**config.mk**
```make
export PLATFORM = sky130hd
export DESIGN_NAME = ring_capture
export DESIGN_NICKNAME = d
export VERILOG_FILES = /design/src/rtl/rcap_pkg.sv /design/src/rtl/rcap_regs.sv /design/src/rtl/rcap_ptr.sv /design/src/rtl/rcap_router.sv /design/src/rtl/ring_capture.sv
export SDC_FILE = /design/constraint.sdc
export NUM_CORES = 1
export LEC_CHECK = 0
export BUFFER_PORTS_ARGS = -buffer_cell sky130_fd_sc_hd__buf_2
export CAP_MARGIN = 10
export CORE_UTILIZATION = 38
export CTS_CLUSTER_DIAMETER = 150
export DETAILED_ROUTE_END_ITERATION = 10
export GPL_TIMING_DRIVEN = 0
export PLACE_DENSITY_LB_ADDON = 0.05
export SLEW_MARGIN = 20
export SYNTH_ARGS = -nofsm -noshare
export SYNTH_HDL_FRONTEND = slang
export SYNTH_SLANG_ARGS = --single-unit
```
**constraint.sdc**
```tcl
create_clock -name clk -period 3.08 [get_ports clk]
set_clock_uncertainty 0.05 [all_clocks]
set_input_delay 0.616 -clock clk [delete_from_list [all_inputs] [get_ports clk]]
set_output_delay 0.616 -clock clk [all_outputs]
set_load 0.02 [all_outputs]
```
**src/rtl/rcap_pkg.sv**
```systemverilog
package rcap_pkg;
    localparam int SAMPLE_W = 8;
    localparam int LANES    = 4;
    localparam int WORD_W   = SAMPLE_W * LANES;
    localparam int REG_AW   = 4;

    localparam logic [REG_AW-1:0] IDX_CTRL = 4'd0;
    localparam logic [REG_AW-1:0] IDX_WRAP = 4'd1;
    localparam logic [REG_AW-1:0] IDX_STOP = 4'd2;

    localparam int CB_ACQ   = 0;
    localparam int CB_RT_LO = 4;
    localparam int CB_RT_HI = 5;
    localparam int CB_HOLD  = 12;
    localparam int CB_BRST  = 31;

    typedef enum logic [1:0] {
        RT_BOTH = 2'b00,
        RT_OUT  = 2'b01,
        RT_PLAY = 2'b10,
        RT_BUF  = 2'b11
    } route_e;

    typedef enum logic [1:0] {
        ST_IDLE,
        ST_STREAM,
        ST_PLAY,
        ST_DRAIN
    } mode_e;
endpackage

```
**src/rtl/rcap_regs.sv**
```systemverilog
module rcap_regs
    import rcap_pkg::*;
#(
    parameter int AW = 20
) (
    input  logic              clk,
    input  logic              rst_n,
    input  logic              reg_wr,
    input  logic [REG_AW-1:0] reg_addr,
    input  logic [31:0]       reg_wdata,
    output logic [31:0]       reg_rdata,
    input  logic [AW-1:0]     stop_addr,
    output logic              acq_en,
    output route_e            route,
    output logic              out_hold,
    output logic [AW-1:0]     wrap_addr,
    output logic              soft_clr
);
    localparam logic [AW-1:0] WRAP_DEFAULT = {AW{1'b1}};

    always_ff @(posedge clk or negedge rst_n) begin
        if (!rst_n) begin
            acq_en    <= 1'b0;
            route     <= RT_BOTH;
            out_hold  <= 1'b1;
            wrap_addr <= WRAP_DEFAULT;
            soft_clr  <= 1'b0;
        end else begin
            soft_clr <= 1'b0;
            if (reg_wr) begin
                unique case (reg_addr)
                    IDX_CTRL: begin
                        if (reg_wdata[CB_BRST]) begin
                            acq_en    <= 1'b0;
                            route     <= RT_BOTH;
                            out_hold  <= 1'b1;
                            wrap_addr <= WRAP_DEFAULT;
                            soft_clr  <= 1'b1;
                        end else begin
                            acq_en   <= reg_wdata[CB_ACQ];
                            route    <= route_e'(reg_wdata[CB_RT_HI:CB_RT_LO]);
                            out_hold <= reg_wdata[CB_HOLD];
                        end
                    end
                    IDX_WRAP: wrap_addr <= reg_wdata[AW-1:0];
                    default: ;
                endcase
            end
        end
    end

    always_comb begin
        reg_rdata = '0;
        unique case (reg_addr)
            IDX_CTRL: begin
                reg_rdata[CB_ACQ]             = acq_en;
                reg_rdata[CB_RT_HI:CB_RT_LO]  = route;
                reg_rdata[CB_HOLD]            = out_hold;
            end
            IDX_WRAP: reg_rdata = 32'(wrap_addr);
            IDX_STOP: reg_rdata = 32'(stop_addr);
            default:  reg_rdata = '0;
        endcase
    end
endmodule

```
**src/rtl/rcap_ptr.sv**
```systemverilog
module rcap_ptr #(
    parameter int AW = 20
) (
    input  logic          clk,
    input  logic          rst_n,
    input  logic          soft_clr,
    input  logic          in_valid,
    input  logic [AW-1:0] wrap_addr,
    input  logic          wr_fire,
    output logic [AW-1:0] ptr,
    output logic [AW-1:0] stop_addr
);
    logic at_wrap;
    assign at_wrap = (ptr >= wrap_addr);

    always_ff @(posedge clk or negedge rst_n) begin
        if (!rst_n) begin
            ptr <= '0;
        end else if (soft_clr) begin
            ptr <= '0;
        end else if (in_valid) begin
            ptr <= at_wrap ? '0 : ptr + 1'b1;
        end
    end

    always_ff @(posedge clk or negedge rst_n) begin
        if (!rst_n) begin
            stop_addr <= '0;
        end else if (soft_clr) begin
            stop_addr <= '0;
        end else if (wr_fire) begin
            stop_addr <= ptr;
        end
    end
endmodule

```
**src/rtl/rcap_router.sv**
```systemverilog
module rcap_router
    import rcap_pkg::*;
#(
    parameter int AW     = 20,
    parameter int DW     = 32,
    parameter int RD_LAT = 2
) (
    input  logic          clk,
    input  logic          rst_n,
    input  logic          soft_clr,
    input  logic          acq_en,
    input  route_e        route,
    input  logic          out_hold,
    input  logic          in_valid,
    input  logic [DW-1:0] in_data,
    input  logic [AW-1:0] ptr,
    input  logic [DW-1:0] ram_rdata,
    output logic          ram_we,
    output logic          ram_re,
    output logic [AW-1:0] ram_addr,
    output logic [DW-1:0] ram_wdata,
    output logic          out_valid,
    output logic [DW-1:0] out_data
);
    mode_e state_q, state_d;
    logic [RD_LAT-1:0] rd_pipe;
    logic fwd;
    logic rd_busy;
    logic to_buf, to_out;

    assign rd_busy = |rd_pipe;
    assign to_buf  = (route == RT_BOTH) || (route == RT_BUF);
    assign to_out  = (route == RT_BOTH) || (route == RT_OUT);

    always_comb begin
        state_d = state_q;
        unique case (state_q)
            ST_IDLE: begin
                if (acq_en) state_d = (route == RT_PLAY) ? ST_PLAY : ST_STREAM;
            end
            ST_STREAM: begin
                if (!acq_en)               state_d = ST_IDLE;
                else if (route == RT_PLAY) state_d = ST_PLAY;
            end
            ST_PLAY: begin
                if (!acq_en || route != RT_PLAY) state_d = ST_DRAIN;
            end
            ST_DRAIN: begin
                if (!rd_busy) begin
                    if (!acq_en)               state_d = ST_IDLE;
                    else if (route == RT_PLAY) state_d = ST_PLAY;
                    else                       state_d = ST_STREAM;
                end
            end
            default: state_d = ST_IDLE;
        endcase
    end

    always_ff @(posedge clk or negedge rst_n) begin
        if (!rst_n)        state_q <= ST_IDLE;
        else if (soft_clr) state_q <= ST_IDLE;
        else               state_q <= state_d;
    end

    always_comb begin
        ram_we    = 1'b0;
        ram_re    = 1'b0;
        fwd       = 1'b0;
        ram_addr  = ptr;
        ram_wdata = in_data;
        unique case (state_q)
            ST_STREAM: begin
                ram_we = acq_en && in_valid && to_buf;
                fwd    = acq_en && in_valid && to_out;
            end
            ST_PLAY: begin
                ram_re = acq_en && in_valid && (route == RT_PLAY);
            end
            default: ;
        endcase
    end

    generate
        if (RD_LAT == 1) begin : g_lat1
            always_ff @(posedge clk or negedge rst_n) begin
                if (!rst_n)        rd_pipe <= '0;
                else if (soft_clr) rd_pipe <= '0;
                else               rd_pipe <= ram_re;
            end
        end else begin : g_latn
            always_ff @(posedge clk or negedge rst_n) begin
                if (!rst_n)        rd_pipe <= '0;
                else if (soft_clr) rd_pipe <= '0;
                else               rd_pipe <= {rd_pipe[RD_LAT-2:0], ram_re};
            end
        end
    endgenerate

    always_ff @(posedge clk or negedge rst_n) begin
        if (!rst_n) begin
            out_valid <= 1'b0;
            out_data  <= '0;
        end else if (soft_clr || out_hold) begin
            out_valid <= 1'b0;
            out_data  <= '0;
        end else if (rd_pipe[RD_LAT-1]) begin
            out_valid <= 1'b1;
            out_data  <= ram_rdata;
        end else if (fwd) begin
            out_valid <= 1'b1;
            out_data  <= in_data;
        end else begin
            out_valid <= 1'b0;
        end
    end
endmodule

```
**src/rtl/ring_capture.sv**
```systemverilog
module ring_capture
    import rcap_pkg::*;
#(
    parameter int AW     = 20,
    parameter int RD_LAT = 2
) (
    input  logic              clk,
    input  logic              rst_n,
    input  logic              in_valid,
    input  logic [WORD_W-1:0] in_data,
    input  logic              reg_wr,
    input  logic [REG_AW-1:0] reg_addr,
    input  logic [31:0]       reg_wdata,
    output logic [31:0]       reg_rdata,
    output logic              ram_we,
    output logic              ram_re,
    output logic [AW-1:0]     ram_addr,
    output logic [WORD_W-1:0] ram_wdata,
    input  logic [WORD_W-1:0] ram_rdata,
    output logic              out_valid,
    output logic [WORD_W-1:0] out_data
);
    logic          acq_en;
    route_e        route;
    logic          out_hold;
    logic [AW-1:0] wrap_addr;
    logic          soft_clr;
    logic [AW-1:0] ptr;
    logic [AW-1:0] stop_addr;

    rcap_regs #(.AW(AW)) u_regs (
        .clk       (clk),
        .rst_n     (rst_n),
        .reg_wr    (reg_wr),
        .reg_addr  (reg_addr),
        .reg_wdata (reg_wdata),
        .reg_rdata (reg_rdata),
        .stop_addr (stop_addr),
        .acq_en    (acq_en),
        .route     (route),
        .out_hold  (out_hold),
        .wrap_addr (wrap_addr),
        .soft_clr  (soft_clr)
    );

    rcap_ptr #(.AW(AW)) u_ptr (
        .clk       (clk),
        .rst_n     (rst_n),
        .soft_clr  (soft_clr),
        .in_valid  (in_valid),
        .wrap_addr (wrap_addr),
        .wr_fire   (ram_we),
        .ptr       (ptr),
        .stop_addr (stop_addr)
    );

    rcap_router #(.AW(AW), .DW(WORD_W), .RD_LAT(RD_LAT)) u_router (
        .clk       (clk),
        .rst_n     (rst_n),
        .soft_clr  (soft_clr),
        .acq_en    (acq_en),
        .route     (route),
        .out_hold  (out_hold),
        .in_valid  (in_valid),
        .in_data   (in_data),
        .ptr       (ptr),
        .ram_rdata (ram_rdata),
        .ram_we    (ram_we),
        .ram_re    (ram_re),
        .ram_addr  (ram_addr),
        .ram_wdata (ram_wdata),
        .out_valid (out_valid),
        .out_data  (out_data)
    );
endmodule

```
Word level (Yosys, flattened, before mapping)
Index checks and enable logic that the tools add are counted.
{"block": "totals", "regBits": 102, "input_bits": 104, "output_inout_bits": 119, "word_cells": 85}
{"block": "classes", "addsub": 1, "magnitude_cmp": 1, "n_eq_ne": 14, "n_mux": 38, "reduce_logical": 20}
{"cell": "two-way mux 20 bit", "n": 6}
{"cell": "two-way mux 32 bit", "n": 3}
{"cell": "one-hot mux 20 bit (2 select lines)", "n": 1}
{"cell": "adder 20 x 1 -> 20 bit (second input constant)", "n": 1}
{"cell": "greater-or-equal comparator 20 bit", "n": 1}
{"cell": "two-way mux 2 bit", "n": 10}
{"cell": "one-hot mux 7 bit (2 select lines)", "n": 1}
{"cell": "one-hot mux 6 bit (2 select lines)", "n": 1}
{"cell": "two-way mux 1 bit", "n": 11}
{"cell": "== test 2 bit (second input constant)", "n": 4}
{"cell": "one-hot mux 2 bit (4 select lines)", "n": 1}
{"cell": "inequality test 3 bit (second input constant)", "n": 2}
{"cell": "one-hot mux 1 bit (3 select lines)", "n": 2}
{"cell": "one-hot mux 2 bit (3 select lines)", "n": 1}
{"cell": "one-hot mux 3 bit (2 select lines)", "n": 1}
{"cell": "nonzero test 2 bit", "n": 3}
{"cell": "== test 2 x 1 -> 1 bit (second input constant)", "n": 2}
{"cell": "== test 4 x 1 -> 1 bit (second input constant)", "n": 1}
{"cell": "== test 4 x 2 -> 1 bit (second input constant)", "n": 1}
{"cell": "logical AND 1 bit", "n": 4}
{"cell": "logical NOT 2 bit", "n": 2}
{"cell": "logical NOT 4 bit", "n": 1}
{"cell": "logical OR 1 bit", "n": 4}
{"cell": "inequality test 2 bit (second input constant)", "n": 2}
{"cell": "8 further kinds", "n": 8}

Logic depth before layout (Yosys ltp)
Gate-level depths: netlist of run 1.
{"block": "depth", "word_depth": 7, "depth_mapped": 10, "depth_no_buf": 8}

Modules after synthesis
From an unflattened synthesis of run 1, not the netlist that was laid out.
{"block": "hier_totals", "hier_cells": 660, "area_unflattened_um2": 6650.1}
{"module": "rcap_router", "n_inst": 1, "cells_per_inst": 271, "area_per_inst_um2": 2572.5, "seq_area_each_um2": 925.9}
{"module": "rcap_ptr", "n_inst": 1, "cells_per_inst": 258, "area_per_inst_um2": 2562.5, "seq_area_each_um2": 1001.0}
{"module": "rcap_regs", "n_inst": 1, "cells_per_inst": 131, "area_per_inst_um2": 1515.2, "seq_area_each_um2": 651.9}

Worst setup path before layout of run 1
Ideal clock, no wire load.
{"block": "synth_path", "path_type": "input -> output", "from": "in reg_addr[1]", "to": "out reg_rdata[12]", "arrival_ps": 1622, "required_ps": 2414, "slack_ps": 792, "path_stages": 4, "n_path_buf": 1, "cell_sequence": "nor4b_1 -> clkbuf_1 -> a222oi_1 -> inv_1"}
{"block": "synth_via", "elab_chain_cells": 2}
{"element": "start, declared", "line": "ring_capture.sv:12", "source": "input logic [REG_AW-1:0] reg_addr,"}
{"element": "== test 4 x 2 -> 1 bit, or another cell as far along", "line": "rcap_regs.sv:54", "source": "unique case (reg_addr)"}
{"element": "one-hot mux 1 bit (3 select lines) *", "line": "rcap_regs.sv:54"}
{"element": "end, declared", "line": "ring_capture.sv:14", "source": "output logic [31:0] reg_rdata,"}
Every way passes the cells marked *; elsewhere a longest branch is shown, timed or not.

Worst setup path in the final report of run 1
{"block": "layout_path", "from": "in reg_addr[1]", "to": "out reg_rdata[19]"}
{"block": "layout_via", "elab_chain_cells": 2}
{"element": "== test 4 x 2 -> 1 bit or == test 4 x 1 -> 1 bit (tied branches)", "line": "rcap_regs.sv:54"}
{"element": "one-hot mux 7 bit (2 select lines) *", "line": "rcap_regs.sv:54"}
Marked as above.

==> impl_metrics.tcl, run 1 <==
set metrics [dict create \
    yosysWarningCount 0 \
    place_congestion 0.794 \
    n_antenna_cell 0 \
    post_cts_buffers 0 \
    critical_path_buf_inv_count 3 \
    critPathLaunchType "primary input" \
    max_stage_delay_ns 0.54 \
    drt_iter0_drc 248 \
    fillers 1440 \
    final_net_count 978 \
    die_w_um 124 \
    finalCritPeriodShare_pct 96.2 \
    start_util_pct 39.0 \
    totalWireLength_um 15700 \
    cp_cell_sequence "buf_2 -> nor4b_1 -> clkbuf_1 -> a22o_1 -> buf_2" \
    area_delta_synth_final_pct 27.8 \
    rsz0062_at_grt "no" \
    die_h_um 124 \
    die-area_um2 15500 \
    fin_ws_ns 0.117 \
    drive_gt1_share_pct 34.4 \
    critical_path_class "in2out" \
    slew_violations 0 \
    place_area_um2 6990 \
    cts_root_buf "clkbuf_16" \
    firstDrtPassIters 6 \
    yosys_register_bits 102 \
    port_buffers 199 \
    clock.fmax_mhz 337 \
    io_pins 223 \
    grt_max_degree 75 \
    grt_antenna_before_repair 0 \
    grt_pass1_vias 4971 \
    core_um2 14600 \
    peakVddDrop_v 0.000256 \
    h-tree-depth 3 \
    p_per_area_nw_per_um2 497 \
    final_common_cell "buf_2" \
    cp.arrival_ns 2.30 \
    drcViolationCount 0 \
    gr-total-overflow 0 \
    clk_pin_slew_ns 0.06 \
    hpwl_um 11900 \
    async_reset_ff_share_pct 100 \
    vias_per_cell 4.99 \
    core.rowCount 44 \
    cts_max_path_buffers 2 \
    reg2regPathDepth 10 \
    path_delay_family "buffers and inverters" \
    setup_violations 0 \
    p_total_mw 3.62 \
    slowest_stage "nor4b_1" \
    syn_area_um2 5690 \
    endpoint_kind "primary output" \
    clkLatencyLatePin_ns 0.35 \
    required_ns 2.41 \
    path_max_fanout 10 \
    postSynthAreaPerCell_um2 9.06 \
    cts_buffers 9 \
    grt_pass1_wl_um 25500 \
    utilization_pct 49.8 \
    cp.depth 5 \
    drv_cap 0 \
    cts.sinks 102 \
    postSynthCellCount 628 \
    p_leak_nw 3.70 \
    cp_common_cell "buf_2" \
    hold_path.class "in2async" \
    final_cell_mix "buf_2 (200), nand2_1 (119), dfrtp_1 (81)" \
    status "finished, final reports clean" \
    cts_resized 0 \
    hold_violations 0 \
    setup_tns_ns 0 \
    preCtsSetupSlack_ns 0.179 \
    wl_per_cell_um 15.1 \
    yosysUniqueCellTypes 48 \
    relSlewSlack_pct 50.1 \
    cts_tree "yes" \
    final_area_um2 7270 \
    worst_pin_slew_ns 0.749 \
    synthFlopType "dfrtp_1" \
    via_count 5182 \
    ant_nets 0 \
    hold_buffers 0 \
    yosysSeqAreaShare_pct 45.3 \
    grt_util_all_layers_pct 20.7 \
    fin_crit_ns 2.96 \
    synth_edf_count 0 \
]
-- flip-flops by register name (all words and copies together), names as in the netlist --
signal,count
u_regs.acq_en,1
u_regs.wrap_addr,20
u_router.out_data,32
u_router.rd_pipe,2
u_ptr.ptr,20
u_regs.out_hold,1
u_regs.soft_clr,1
u_router.state_q,2
u_router.out_valid,1
u_ptr.stop_addr,20
u_regs.route,2
-- cell usage after synthesis (all sizes together), types with 4 or more instances --
cell type,n,area [um^2]
nand2,119,447
dfrtp,81,2030
o21ai,61,305
buf,54,393
a21oi,40,200
mux2i,36,360
inv,32,120
nor2,30,113
ha,24,300
clkbuf,22,82.6
dfstp,21,552
a22o,19,166
nand3,16,80.1
a31oi,8,50.1
and3,6,37.5
nand2b,6,37.5
nor3,6,30.0
nand4,5,37.5
nor4,5,58.8
a21o,4,30.0
a222oi,4,40.0
o21a,4,30.0
or2,4,25.0
-- path summary, 6_finish.rpt --
kind,from,endpoint,slack [ns]
max in group asynchronous,rst_n,u_regs.wrap_addr[10],2.20
worst min register to register,u_router.out_data[13],u_router.out_data[13],0.43
worst max register to register,u_regs.wrap_addr[2],u_ptr.ptr[18],0.44
worst min-delay path,rst_n,u_ptr.ptr[3],0.09
min in group clk,reg_wdata[2],u_regs.wrap_addr[2],0.41
worst max-delay path,reg_addr[1],reg_rdata[19],0.12
-- stage by stage --
step | std cells | hold slack (ns)
final | 1039 | 0.0866
after global routing | 1039 | 0.108
after CTS | 1039 | 0.0897
after detailed placement | 1023 | 0.416
after global placement | 1022 | 0.408
after floorplan | 639 | 0.270
-- report_power, final --
group          switching (mW)  leakage [nW]  total (mW)  internal [mW]
Sequential              0.168          1.34        1.71           1.54
Clock                   0.523         0.138        1.10          0.578
Combinational           0.474          2.22       0.808          0.334
Total                    1.17          3.70        3.62           2.45
-- per-layer routing --
layer / up-vias / global-route usage, % / routed length, um
li1: 2544 / - / -
met1: 2453 / 29.6 / 7500
met2: 171 / 32.1 / 7160
met3: 14 / 2.79 / 800
met4: 0 / 7.02 / 224
met5: - / 0 / 0
-- cell type report --
| type | count | area, um^2 | share of cell area [%] |
|---|---|---|---|
| sequential | 102 | 2580 | 35.5 |
| multi-input combinational | 429 | 2560 | 35.2 |
| timing repair buffer | 200 | 1030 | 14.2 |
| buffer | 76 | 477 | 6.56 |
| clock buffer | 12 | 246 | 3.39 |
| tap | 184 | 230 | 3.17 |
| inverter | 32 | 120 | 1.65 |
| clock inverter | 4 | 31.3 | 0.430 |
-- kinds of logic after synthesis --
group | Yosys count | synth area share, %
adders and majority gates | 24 | 5.28
DFF | 102 | 45.3
and+or+nand+nor | 208 | 16.6
AOI/OAI and AO/OA | 149 | 15.9
muxes | 36 | 6.33
buffers and inverters | 108 | 10.5
other | 1 | 0.0659
Note: power is estimated with default switching activity, not from simulation.
==> inputs of run 2 (changes only) <==
--- a/config.mk
+++ b/config.mk
@@ -8,10 +8,11 @@
 export BUFFER_PORTS_ARGS = -buffer_cell sky130_fd_sc_hd__buf_2
 export CAP_MARGIN = 10
 export CORE_UTILIZATION = 38
+export CTS_BUF_LIST = sky130_fd_sc_hd__clkbuf_4 sky130_fd_sc_hd__clkbuf_8
 export CTS_CLUSTER_DIAMETER = 150
 export DETAILED_ROUTE_END_ITERATION = 10
 export GPL_TIMING_DRIVEN = 0
-export PLACE_DENSITY_LB_ADDON = 0.05
+export PLACE_DENSITY = 0.64
 export SLEW_MARGIN = 20
 export SYNTH_ARGS = -nofsm -noshare
 export SYNTH_HDL_FRONTEND = slang
==> run 2 against run 1 <==
  * Worst hold slack worse by 0.030 ns
  * Worst setup slack got worse by 0.019 ns
  * Via count shrank 1.5%
  * Clock-buffer cell count grew 1
  * Routed wire length up 0.20%
  * Sequential share of layout area is 0.36 points higher
  * Global-route usage shrank 0.15 points
  * Final area decreased by 1.0%
  * Non-clock buffer count unchanged
  * Sequential cell count unchanged
  * Critical endpoint is now reg_rdata[12]
  * Largest cell class unchanged
  * Highest routed layer unchanged
==> impl_metrics.tcl, run 2 (synthesized netlist as in run 1, its figures left out) <==
set metrics [dict create \
    status "finished, final reports clean" \
    grt_pass1_vias 4776 \
    final_common_cell "buf_2" \
    cts_root_buf "clkbuf_8" \
    cts_max_path_buffers 2 \
    largest_reg_flops 32 \
    cts_resized 0 \
    place_area_um2 6990 \
    gr-total-overflow 0 \
    die_w_um 124 \
    hold_violations 0 \
    drive_gt1_share_pct 34.6 \
    cts.sinks 102 \
    n_antenna_cell 0 \
    place_congestion 0.824 \
    clk_pin_slew_ns 0.10 \
    grt_antenna_before_repair 0 \
    final_area_um2 7200 \
    wl_per_cell_um 15.1 \
    p_per_area_nw_per_um2 469 \
    start_util_pct 39.0 \
    core_um2 14600 \
    firstDrtPassIters 8 \
    drt_iter0_drc 272 \
    finalCritPeriodShare_pct 96.8 \
    final_cell_mix "buf_2 (200), nand2_1 (119), dfrtp_1 (81)" \
    clkLatencyLatePin_ns 0.39 \
    die-area_um2 15500 \
    hold_buffers 0 \
    ant_nets 0 \
    port_buffers 199 \
    fillers 1467 \
    regMostFlops "u_router.out_data" \
    worst_pin_slew_ns 0.757 \
    setup_tns_ns 0 \
    critical_path_class "in2out" \
    r2r_slack_ns 0.49 \
    totalWireLength_um 15700 \
    drcViolationCount 0 \
    reg2regPathDepth 10 \
    io_pins 223 \
    final_net_count 978 \
    via_count 5106 \
    grt_pass1_wl_um 25200 \
    clock.fmax_mhz 335 \
    final_cells 1039 \
    endpoint_kind "primary output" \
    slew_violations 0 \
    required_ns 2.41 \
    r2r_start "u_regs.wrap_addr[2]" \
    critPathLaunchType "primary input" \
    path_max_fanout 10 \
    die_h_um 124 \
    core.rowCount 44 \
    p_leak_nw 3.66 \
    hpwl_um 12100 \
    hold_path.class "in2async" \
    area_delta_synth_final_pct 26.5 \
    relSlewSlack_pct 49.5 \
    setup_violations 0 \
    grt_max_degree 72 \
    place_inst 1023 \
    drv_cap 0 \
    rsz0062_at_grt "no" \
    reg2reg_to "u_ptr.ptr[3]" \
    post_cts_buffers 0 \
    peakVddDrop_v 0.000246 \
    cp.arrival_ns 2.32 \
    vias_per_cell 4.91 \
    cts_tree "yes" \
    h-tree-depth 3 \
    grt_util_all_layers_pct 20.6 \
    cts_buffers 9 \
    fin_crit_ns 2.98 \
]
==> run 2: changes by cell type in the layout (fill, tap and decap cells not counted), sizes merged <==
cell      delta
clkbuf       +1
clkinv       -1
clkinvlp     +1
inv          -1
==> run 2: worst max path at each step <==
| stage | startpoint | to | cells past startpoint |
|---|---|---|---|
| 2_1_floorplan | reg_addr[1] | reg_rdata[12] | 4 |
| 3_3_place_gp | reg_addr[1] | reg_rdata[12] | 6 |
| 3_5_place_dp | reg_addr[1] | reg_rdata[12] | 6 |
| 4_1_cts | reg_addr[1] | reg_rdata[12] | 6 |
| 5_1_grt | reg_addr[0] | reg_rdata[12] | 6 |
| 6_report | reg_addr[0] | reg_rdata[12] | 6 |
==> run 2: where the power goes <==
part | internal [mW] | switching [mW]
sequential | 1.54 | 0.161
combinational | 0.333 | 0.470
clock | 0.387 | 0.484
==> run 2: routing by layer <==
metal | vias to the layer above | global-route usage, % | wire length, um
met5 | - | 0 | 0
met4 | 0 | 4.75 | 182
met3 | 13 | 4.51 | 914
met2 | 152 | 32.4 | 7430
met1 | 2396 | 28.7 | 7190
li1 | 2545 | - | -
==> run 2: final cells by class <==
type / instances / area (um^2) / area share, %
inverter: 32 / 120 / 1.67
buffer: 76 / 477 / 6.62
clock inverter: 3 / 25.0 / 0.348
clock buffer: 13 / 179 / 2.49
multi-input combinational: 429 / 2560 / 35.5
sequential: 102 / 2580 / 35.8
tap: 184 / 230 / 3.20
timing repair buffer: 200 / 1030 / 14.3
==> run 2: critical path, stage by stage <==
cell	delay (ns)
buf_2	0.11
nor4b_1	0.53
clkbuf_1	0.53
a222oi_1	0.26
inv_1	0.10
buf_2	0.16
==> run 2: metrics by stage <==
step | util [%] | power (mW) | hold WS, ns | setup WS [ns]
final | 49.3 | 3.37 | 0.0566 | 0.0979
after global routing | 49.3 | 3.58 | 0.0573 | 0.00107
after CTS | 49.3 | 3.42 | 0.0465 | 0.0822
after detailed placement | 47.9 | 2.54 | 0.414 | 0.0840
after global placement | 47.7 | 2.51 | 0.407 | 0.0829
after floorplan | - | 2.21 | 0.270 | 0.792
==> inputs of run 3 (changes only) <==
--- a/config.mk
+++ b/config.mk
@@ -5,15 +5,17 @@
 export SDC_FILE = /design/constraint.sdc
 export NUM_CORES = 1
 export LEC_CHECK = 0
+export ABC_CLOCK_PERIOD_IN_PS = 3080
 export BUFFER_PORTS_ARGS = -buffer_cell sky130_fd_sc_hd__buf_2
 export CAP_MARGIN = 10
-export CORE_UTILIZATION = 38
+export CORE_UTILIZATION = 46
 export CTS_BUF_LIST = sky130_fd_sc_hd__clkbuf_4 sky130_fd_sc_hd__clkbuf_8
 export CTS_CLUSTER_DIAMETER = 150
 export DETAILED_ROUTE_END_ITERATION = 10
 export GPL_TIMING_DRIVEN = 0
-export PLACE_DENSITY = 0.64
+export PLACE_DENSITY = 0.73
 export SLEW_MARGIN = 20
 export SYNTH_ARGS = -nofsm -noshare
 export SYNTH_HDL_FRONTEND = slang
+export SYNTH_HIERARCHICAL = 1
 export SYNTH_SLANG_ARGS = --single-unit
==> run 3 against run 2 <==
  * Power is 1.6% higher
  * Sequential power shrank 6%
  * Register-to-register slack got worse by 0.29 ns
  * Clock-buffer cell count is the same
  * Global-route usage up 4.3 points
  * Die area decreased by 3.4%
  * Via count increased by 14%
  * Sequential cell count is the same
  * Critical path depth stayed put
  * Clock power up 13%
==> impl_metrics.tcl, run 3 <==
set metrics [dict create \
    status "finished, final reports clean" \
    finalCritPeriodShare_pct 93.7 \
    ys_top_cells_by_area "dfrtp_1 (30%), dfstp_2 (8.3%), buf_4 (7.9%)" \
    max_stage_delay_ns 0.53 \
    r2r_slack_ns 0.20 \
    final_net_count 1010 \
    busiest_layer "met2" \
    clockPowerShare_pct 28.8 \
    r2r_start "u_regs/wrap_addr[13]" \
    clkLatencyLatePin_ns 0.39 \
    yosysSeqAreaShare_pct 38.8 \
    worst_pin_slew_ns 0.781 \
    fin_crit_ns 2.89 \
    setup_violations 0 \
    via_count 5842 \
    synth_common_cells "dfrtp_1 (81), buf_4 (70), inv_1 (58), a31oi_1 (38), o21ai_0 (38)" \
    path_max_fanout 10 \
    critPathLaunchType "primary input" \
    yosys_register_bits 102 \
    cp_cell_sequence "buf_4 -> nor4b_1 -> clkbuf_1 -> nand2_1 -> o21ai_0 -> buf_2" \
    area_delta_synth_final_pct 23.1 \
    seqPwrFrac_pct 46.7 \
    p_leak_nw 4.12 \
    p_int_mw 2.34 \
    core.rowCount 43 \
    reg2regPathDepth 10 \
    sw_frac_of_total_pct 31.7 \
    ant_nets 0 \
    drv_cap 0 \
    grt_max_degree 60 \
    synth_top_area_share_pct 30.5 \
    hpwl_um 13900 \
    synth_most_common_cell "dfrtp_1" \
    regMostFlops "u_router/out_data" \
    peakVddDrop_v 0.000268 \
    syn_area_um2 6650 \
    critical_path_class "in2out" \
    cts.sinks 102 \
    cts_max_path_buffers 2 \
    slowest_stage "clkbuf_1" \
    yosysWarningCount 6 \
    cts_root_buf "clkbuf_8" \
    wl_per_cell_um 17.4 \
    final_common_cell "buf_2" \
    h-tree-depth 3 \
    cp.arrival_ns 2.22 \
    p_total_mw 3.43 \
    io_pins 223 \
    start_util_pct 47.5 \
    async_reset_ff_share_pct 100 \
    endpoint_kind "primary output" \
    cts_buffers 9 \
    pwr-share-comb_pct 24.5 \
    grt.met2_usage_pct 43.0 \
    grt_pass1_vias 5448 \
    setup_tns_ns 0 \
    die_w_um 122 \
    die_h_um 122 \
    fillers 1264 \
    gr-total-overflow 0 \
    relSlewSlack_pct 47.9 \
    post_cts_buffers 0 \
    largest_reg_flops 32 \
    postSynthAreaPerCell_um2 10.1 \
    grt_antenna_before_repair 0 \
    drcViolationCount 0 \
    port_buffers 198 \
    slew_violations 0 \
    p_per_area_nw_per_um2 419 \
    drive_gt1_share_pct 45.4 \
    synthFlopType "dfrtp_1" \
    core_um2 14000 \
    vias_per_cell 5.48 \
    drt_iter0_drc 303 \
    synth_top_area_cell "dfrtp_1" \
    power.switching_mw 1.09 \
    clock.fmax_mhz 346 \
    yosysUniqueCellTypes 61 \
    hold_path.class "in2async" \
    n_antenna_cell 0 \
    rsz0062_at_grt "no" \
    met3_usage_pct 5.44 \
    reg2reg_to "u_ptr/ptr[17]" \
    synth_edf_count 0 \
    hold_violations 0 \
    final_cell_mix "buf_2 (206), dfrtp_1 (81), buf_4 (70)" \
    cts_tree "yes" \
    postSynthCellCount 660 \
    grt_util_all_layers_pct 24.9 \
    clk_pin_slew_ns 0.09 \
    grt_pass1_wl_um 28500 \
    hold_buffers 0 \
    firstDrtPassIters 5 \
    die-area_um2 14900 \
    totalWireLength_um 18500 \
    place_congestion 0.841 \
    required_ns 2.41 \
    grt_use_met1_pct 30.2 \
]
-- run 3: changes by cell type in the layout (fill, tap and decap cells not counted), moves of 26 or more --
cell / change
a221oi_2: +29
inv_1: +26
buf_4: +26
nand2_1: -88
a21oi_1: -33
a31oi_1: +30
-- run 3: worst max-delay path: cells and delay by family --
kind	cells	cell delay, ns
buffers and inverters	3	0.89
AOI/OAI and AO/OA	1	0.13
and+or+nand+nor	2	0.59
-- run 3: how the worst max path moves through the flow --
stage	end	slack [ns]	depth (start not counted)	start
finish	reg_rdata[0]	0.19	6	reg_addr[0]
global route	u_ptr/ptr[13]	0.08	10	u_regs/wrap_addr[13]
CTS	u_ptr/ptr[17]	0.14	10	u_regs/wrap_addr[13]
detailed placement	u_ptr/ptr[17]	0.17	10	u_regs/wrap_addr[13]
global placement	u_router/out_data[25]	0.16	1	rst_n
floorplan	u_ptr/ptr[10]	0.45	10	u_regs/wrap_addr[13]
-- run 3: layer usage --
metal  vias to the layer above  part of all wire, %
li1                       2742                    -
met1                      2820                   41
met4                         0                  2.7
met2                       242                   50
met3                        38                  6.7
met5                         -                    0
-- run 3: through the flow --
step           util (%)  std cells  instance area (um^2)  setup WS [ns]  hold WS, ns
5_1_grt            58.5       1066                  8190         0.0766        0.107
4_1_cts            58.4       1066                  8170          0.137       0.0854
6_report           58.5       1066                  8190          0.194       0.0899
3_3_place_gp       56.5       1049                  7910          0.159        0.424
2_1_floorplan         -        671                  6690          0.451        0.270
3_5_place_dp       56.8       1050                  7940          0.165        0.432
-- run 3: layout make-up --
cell class | count | area (um^2) | share of cell area, %
Timing Repair Buffer | 199 | 1020 | 12.5
Tap cell | 180 | 225 | 2.75
Clock inverter | 3 | 66.3 | 0.810
Buffer | 110 | 767 | 9.37
Inverter | 58 | 218 | 2.66
Sequential cell | 102 | 2580 | 31.5
Multi-Input combinational cell | 401 | 3140 | 38.4
Clock buffer | 13 | 166 | 2.03
-- run 3: repair_timing --
item	4_1_cts	5_1_grt
endpoints found under the setup margin	0	4
hold endpoints to repair	0	0
gates resized for setup	0	1
-- run 3: power groups by stage --
stage	logic, mW	clock network (mW)	registers [mW]
4_1_cts	0.840	1.02	1.60
2_1_floorplan	0.566	0	1.58
6_report	0.841	0.987	1.60
5_1_grt	0.924	1.06	1.62
3_3_place_gp	0.820	0	1.62
3_5_place_dp	0.836	0	1.62
-- run 3: cells by family (layout without fill, tap and decap cells) --
kind of cell | after synthesis | count (layout) | synth area share (%)
AOI/OAI and AO/OA | 159 | 159 | 20.7
adders and majority gates | 25 | 25 | 4.70
buffers and inverters | 168 | 383 | 14.8
DFF | 102 | 102 | 38.8
muxes | 52 | 52 | 8.26
other | 1 | 12 | 0.0564
and+or+nand+nor | 153 | 153 | 12.7
